==> config.mk <==
export PLATFORM = sky130hd
export DESIGN_NAME = strap_capture
export DESIGN_NICKNAME = d
export VERILOG_FILES = /design/src/rtl/strap_pkg.sv /design/src/rtl/strap_settle_timer.sv /design/src/rtl/strap_capture_reg.sv /design/src/rtl/strap_mode_decode.sv /design/src/rtl/strap_capture.sv
export SDC_FILE = /design/constraint.sdc
export NUM_CORES = 1
export LEC_CHECK = 0
export CORE_AREA = 3 3 40 42
export CTS_BUF_LIST = sky130_fd_sc_hd__clkbuf_4 sky130_fd_sc_hd__clkbuf_8 sky130_fd_sc_hd__clkbuf_16
export DETAILED_ROUTE_END_ITERATION = 8
export DIE_AREA = 0 0 43 45
export PLACE_DENSITY = 0.54
export REMOVE_ABC_BUFFERS = 1
export SLEW_MARGIN = 20
export SYNTH_ARGS = -nofsm -noshare
export SYNTH_HDL_FRONTEND = slang
export SYNTH_SLANG_ARGS = --single-unit
==> constraint.sdc <==
create_clock -name clk -period 2.1 [get_ports clk]
set_input_delay 0.21 -clock clk [delete_from_list [all_inputs] [get_ports clk]]
set_output_delay 0.21 -clock clk [all_outputs]
set_load 0.005 [all_outputs]
==> src/rtl/strap_pkg.sv <==
package strap_pkg;

    // Latched strap record; bit order matches the status word
    typedef struct packed {
        logic otp_block;   // bit 2
        logic dl_dis_n;    // bit 1
        logic test_dis_n;  // bit 0
    } strap_rec_t;

    localparam int STATUS_W = $bits(strap_rec_t);

    // Pull-up default: both straps high, no fuse override
    localparam strap_rec_t STRAP_REC_RST = '{otp_block: 1'b0, dl_dis_n: 1'b1, test_dis_n: 1'b1};

    typedef struct packed {
        logic test_en;
        logic dl_en;
    } mode_t;

    function automatic mode_t decode_modes(input strap_rec_t rec, input logic valid);
        mode_t m;
        m.test_en = valid & ~rec.test_dis_n;
        m.dl_en   = valid & ~rec.dl_dis_n & ~rec.otp_block;
        return m;
    endfunction

endpackage

==> src/rtl/strap_settle_timer.sv <==
module strap_settle_timer #(
    parameter int SETTLE_CYCLES = 4
) (
    input  logic clk,
    input  logic rst,
    output logic capture,
    output logic valid
);
    localparam int CNT_W = (SETTLE_CYCLES > 1) ? $clog2(SETTLE_CYCLES) : 1;
    localparam logic [CNT_W-1:0] LAST = CNT_W'(SETTLE_CYCLES - 1);

    logic [CNT_W-1:0] cnt;

    assign capture = ~rst & ~valid & (cnt == LAST);

    always_ff @(posedge clk) begin
        if (rst) begin
            cnt   <= '0;
            valid <= 1'b0;
        end else if (!valid) begin
            if (cnt == LAST) valid <= 1'b1;
            else             cnt   <= cnt + 1'b1;
        end
    end


    valid_sticky_chk: assert property (@(posedge clk) disable iff (rst)
        valid |=> valid);

    cnt_bound_chk: assert property (@(posedge clk) disable iff (rst)
        cnt <= LAST);

    valid_after_window_chk: assert property (@(posedge clk) disable iff (rst)
        $rose(valid) |-> $past(cnt) == LAST);

    reset_clears_chk: assert property (@(posedge clk)
        rst |=> !valid);
endmodule

==> src/rtl/strap_capture_reg.sv <==
module strap_capture_reg
    import strap_pkg::*;
(
    input  logic       clk,
    input  logic       rst,
    input  logic       capture,
    input  logic       valid,
    input  strap_rec_t pads,
    output strap_rec_t latched
);
    always_ff @(posedge clk) begin
        if (rst)          latched <= STRAP_REC_RST;
        else if (capture) latched <= pads;
    end


    frozen_after_capture_chk: assert property (@(posedge clk) disable iff (rst)
        valid |=> $stable(latched));

    default_before_capture_chk: assert property (@(posedge clk) disable iff (rst)
        !valid && !capture |=> latched == STRAP_REC_RST);
endmodule

==> src/rtl/strap_mode_decode.sv <==
module strap_mode_decode
    import strap_pkg::*;
(
    input  logic       clk,
    input  logic       rst,
    input  strap_rec_t latched,
    input  logic       valid,
    output mode_t      modes
);
    always_comb modes = decode_modes(latched, valid);


    inactive_until_valid_chk: assert property (@(posedge clk) disable iff (rst)
        !valid |-> !modes.test_en && !modes.dl_en);

    fuse_masks_download_chk: assert property (@(posedge clk) disable iff (rst)
        latched.otp_block |-> !modes.dl_en);
endmodule

==> src/rtl/strap_capture.sv <==
module strap_capture
    import strap_pkg::*;
#(
    parameter int SETTLE_CYCLES = 4
) (
    input  logic                clk,
    input  logic                por_rst,
    input  logic                pad_test_dis_n,
    input  logic                pad_dl_dis_n,
    input  logic                otp_dl_block,
    output logic                test_mode_en,
    output logic                dl_mode_en,
    output logic                strap_valid,
    output logic [STATUS_W-1:0] strap_status
);
    logic       capture;
    logic       valid;
    strap_rec_t pads;
    strap_rec_t latched;
    mode_t      modes;

    assign pads = '{otp_block: otp_dl_block, dl_dis_n: pad_dl_dis_n, test_dis_n: pad_test_dis_n};

    strap_settle_timer #(.SETTLE_CYCLES(SETTLE_CYCLES)) u_timer (
        .clk     (clk),
        .rst     (por_rst),
        .capture (capture),
        .valid   (valid)
    );

    strap_capture_reg u_cap (
        .clk     (clk),
        .rst     (por_rst),
        .capture (capture),
        .valid   (valid),
        .pads    (pads),
        .latched (latched)
    );

    strap_mode_decode u_dec (
        .clk     (clk),
        .rst     (por_rst),
        .latched (latched),
        .valid   (valid),
        .modes   (modes)
    );

    assign test_mode_en = modes.test_en;
    assign dl_mode_en   = modes.dl_en;
    assign strap_valid  = valid;
    assign strap_status = latched;


    outputs_hold_chk: assert property (@(posedge clk) disable iff (por_rst)
        strap_valid |=> $stable({test_mode_en, dl_mode_en, strap_status}));
endmodule

# == Word level (Yosys, flattened, before mapping) ==
# Index checks and enable logic that the tools add are counted.
# totals
output_inout_bits,6
inputBits,5
ff_bits,6
elab_cells,21
# classes
addsub,1
n_reduce_logical,1
n_eq_ne,1
bitwise,11
muxes,2
# ops
cell,count
$not 1->1,6
$and 1x1->1,5
$add 2x1->2 const B,1
$eq 2x2->1 const B,1
$mux 1,2
$reduce_and 2->1,1

# == Depth between registers and ports, before layout ==
# logic_depth
word_depth,3
mapped_depth,3
ltp_nobuf,3

# == Hierarchy ==
# From an unflattened synthesis, not the netlist that was laid out.
# unflattened
hier_cells,24
hier_area_um2,245.2
# modules_own_cells
mod,instances,area_each_um2,seq_area_each_um2,cells_each
strap_settle_timer,1,122.6,60.1,13
strap_capture_reg,1,103.8,60.1,9
strap_mode_decode,1,18.8,0.0,2

# == Worst setup path before layout ==
# No wires, ideal clock.
# synth_timing
kind,register to register
from,reg u_timer.cnt[0]
to,reg u_timer.cnt[1]
required_time_ns,2.030
setup_time_ns,0.070
stages_incl_launch_ff,4
synth_period_minus_slack_ns,1.051
arrival_ns,0.981
n_path_buf,0
path_slack_ns,1.049
path_cell_list,dfxtp_1 > ha_1 > or3b_1 > a21oi_1
# synth_via
elab_chain_len,3
elab_cells_between_ends,4
classes_between,add/sub (1); eq/ne (1); bitwise (1); reduce/logical (1)
# synth_rtl
item,line_no,source
"start, declared",strap_settle_timer.sv:12,logic [CNT_W-1:0] cnt;
"start signal, assigned",strap_settle_timer.sv:22,else cnt <= cnt + 1'b1;
$eq 2x2->1,strap_settle_timer.sv:21,if (cnt == LAST) valid <= 1'b1;
$not 1->1 (no source line),-,
$reduce_and 2->1 (no source line),-,
# Parallel ways exist; a longest one is shown, timed or not.
# A chain may end at the register's enable or synchronous reset.

# == Final worst setup path ==
# layout_timing
from,reg u_timer.valid
to,out dl_mode_en
# layout_via
elab_chain_len,2
# layout_rtl
item,line_no,source
"start, declared",strap_settle_timer.sv:7,output logic valid
"start signal, assigned",strap_settle_timer.sv:19,valid <= 1'b0;
"start signal, assigned",strap_settle_timer.sv:21,
$and 1x1->1 (2 in series),strap_pkg.sv:23,m.dl_en = valid & ~rec.dl_dis_n & ~rec.otp_block;
"end, declared",strap_capture.sv:12,"output logic dl_mode_en,"
# Every way passes these cells.

==> results.cfg <==
[outcome]
status = complete, no violations

[final_layout]
diodes = 0
fill_cells = 144
fin_nets = 48
synthToLayoutAreaGrowth_pct = 53.40
drive_above_1_share_pct = 7.500

[global_route]
grt_pass1_vias = 219
grt_max_degree = 11
grt_pass1_wl_um = 945
track_usage_pct = 7.006
antenna_found_initial = 0
grt_overflow = 0

[routing]
ant_nets = 0
first_iter_violations = 3
drc = 0
routed_via_density = 4.273
wl_per_cell_um = 10.07
dr.pass1.iters = 4
num_vias = 235
wl_um = 554

[clock_tree]
ctsLongestPathBuffers = 2
clkSinkCount = 6
clockRootBuffer = clkbuf_4
h-tree-depth = 1
holdBufCountCts = 0
cts_tree = done
clk_latency_ns = 0.24
cts-resized-gates = 0
postCtsSetupRepairBufs = 0
numCtsBuffers = 3
path_clk_slew_ns = 0.04

[sta]
setup_tns_ns = 0
tightest_slew_ns = 0.2860
fmax_ghz = 0.6068
hold_viol = 0
fin_crit_sh_pct = 78.47
setup-violations-final = 0
final_max_slew_viol_count = 0
min_period_ns = 1.648
finalClockSkew_ns = 0.002080
slew_headroom_pct = 80.88
fin_ws_ns = 0.4521
rsz0062_at_grt = no

[logic_synthesis]
synth_xor_area_share_pct = 0
ys_warn_count = 0
ys_seq_area_share_pct = 46.60
synth_area_per_cell_um2 = 9.205
synthAdderAreaFrac_pct = 4.854
syn_inst = 28
synthDistinctLibCells = 14
synth.cell_area_um2 = 257.7
ys_ff_latch = 6
synthMuxAreaShare_pct = 7.767
yosys.area_share.simple_pct = 29.61
synth_compound_area_share_pct = 9.709
synth_top_family_by_area = simple AND/OR/NAND/NOR gates

[hold_path]
hold_path_class = reg -> reg

[floorplan]
ioPinCount = 11
die_h_um = 45
die_w_um = 43
core_area_um2 = 1285
dieArea_um2 = 1935
start_util_pct = 20.06
rows = 13

[power]
p_per_area_nw_per_um2 = 916.2
vdd_ir_drop_max_v = 0.0002706
power.leakage_nw = 0.1465

[setup_path]
cp.arrival_ns = 1.44
crit_type = reg -> out
cp_max_fo = 10
reg2reg_from = u_timer.cnt[0]
r2r-end = u_timer.cnt[1]
required_ns = 1.89
cp-end-kind = primary output
critPathCapture = dl_mode_en
r2r_setup_slack_ns = 0.96
cp-startpoint = u_timer.valid
r2r_cells = 3
cp-start-kind = register

[placed_design]
routabilityCongestion = 0.6100
port-buffer-count = 10
dp_hpwl_um = 401.7
place_ws_ns = 0.7189

[job]
maxCapViolations = 0
[critical path, stage by stage (launching register included)]
cell and delay [ns]:
dfxtp_1 0.46, nor3b_1 0.21, clkdlybuf4s50_1 0.52
[cell usage after synthesis]
master	number	share of area, %
ha_1	1	4.9
or3_1	1	2.4
a21oi_1	2	3.9
mux2i_1	2	7.8
nor2_1	6	8.7
and2b_1	1	2.9
or3b_1	1	3.4
nand2b_1	1	2.4
nor2b_1	1	2.4
nor3b_1	1	2.9
clkbuf_1	1	1.5
o21ai_0	3	5.8
dfxtp_1	6	47
nand4bb_1	1	4.4
[cell usage in the layout (no fill, tap or decap), drive strengths merged]
cell type,synthesis,layout
a21oi,2,2
and2b,1,1
clkbuf,1,3
clkdlybuf4s50,0,10
dfxtp,6,6
ha,1,1
mux2i,2,2
nand2b,1,1
nand4bb,1,1
nor2,6,6
nor2b,1,1
nor3b,1,1
o21ai,3,3
or3,1,1
or3b,1,1
[metal layers]
metal,track usage [%],wire (um),vias to the layer above
met5,0,0,-
met3,3.984,47,2
met4,5.422,8,0
li1,-,-,122
met2,8.683,227,13
met1,8.717,271,98
[worst min-delay path by stage]
| stage | startpoint | endpoint | slack (ns) | depth (start not counted) |
|---|---|---|---|---|
| 6_report | u_timer.cnt[1] | u_timer.cnt[1] | 0.48 | 2 |
| 5_1_grt | u_timer.cnt[1] | u_timer.cnt[1] | 0.51 | 2 |
| 4_1_cts | u_timer.cnt[1] | u_timer.cnt[1] | 0.49 | 2 |
| 3_5_place_dp | u_timer.cnt[1] | u_timer.cnt[1] | 0.48 | 2 |
| 3_3_place_gp | u_timer.cnt[1] | u_timer.cnt[1] | 0.48 | 2 |
| 2_1_floorplan | por_rst | u_timer.cnt[0] | 0.28 | 1 |
[cell families after synthesis]
kind of cell | Yosys count
buffers and inverters | 1
multiplexers | 2
adder cells (fa/ha/maj) | 1
AO/OA/AOI/OAI | 5
AND/OR/NAND/NOR | 13
flip-flops | 6
[power breakdown]
part,internal [mW],total [mW],leakage (nW),switching [mW]
Sequential,0.140,0.161,0.0491,0.0213
Combinational,0.0621,0.0969,0.0835,0.0348
Clock,0.0645,0.104,0.0138,0.0398
[per-stage QoR]
stage | instances | hold WS (ns) | power, mW | utilization (%) | cell area, um^2
5_1_grt | 55 | 0.5143 | 0.3942 | 30.77 | 395.4
3_5_place_dp | 52 | 0.4796 | 0.2605 | 29.02 | 372.9
3_3_place_gp | 52 | 0.4778 | 0.2567 | 29.02 | 372.9
6_report | 55 | 0.4846 | 0.3622 | 30.77 | 395.4
2_1_floorplan | 27 | 0.2791 | 0.2175 | - | 254.0
4_1_cts | 55 | 0.4876 | 0.3681 | 30.77 | 395.4
[final cells by class]
| type | instances | area [um^2] | area share [%] |
|---|---|---|---|
| flip-flops and latches | 6 | 120.1 | 30.38 |
| repair buffers | 10 | 100.1 | 25.32 |
| clock buffers | 3 | 22.52 | 5.696 |
| multi-input cells | 21 | 133.9 | 33.86 |
| well taps | 15 | 18.77 | 4.747 |
[state kept, by name, indices dropped and copies added (netlist names)]
signal,count
u_timer.cnt,2
u_timer.valid,1
u_cap.latched,3
No activity file was read; power rests on OpenSTA's default activity.
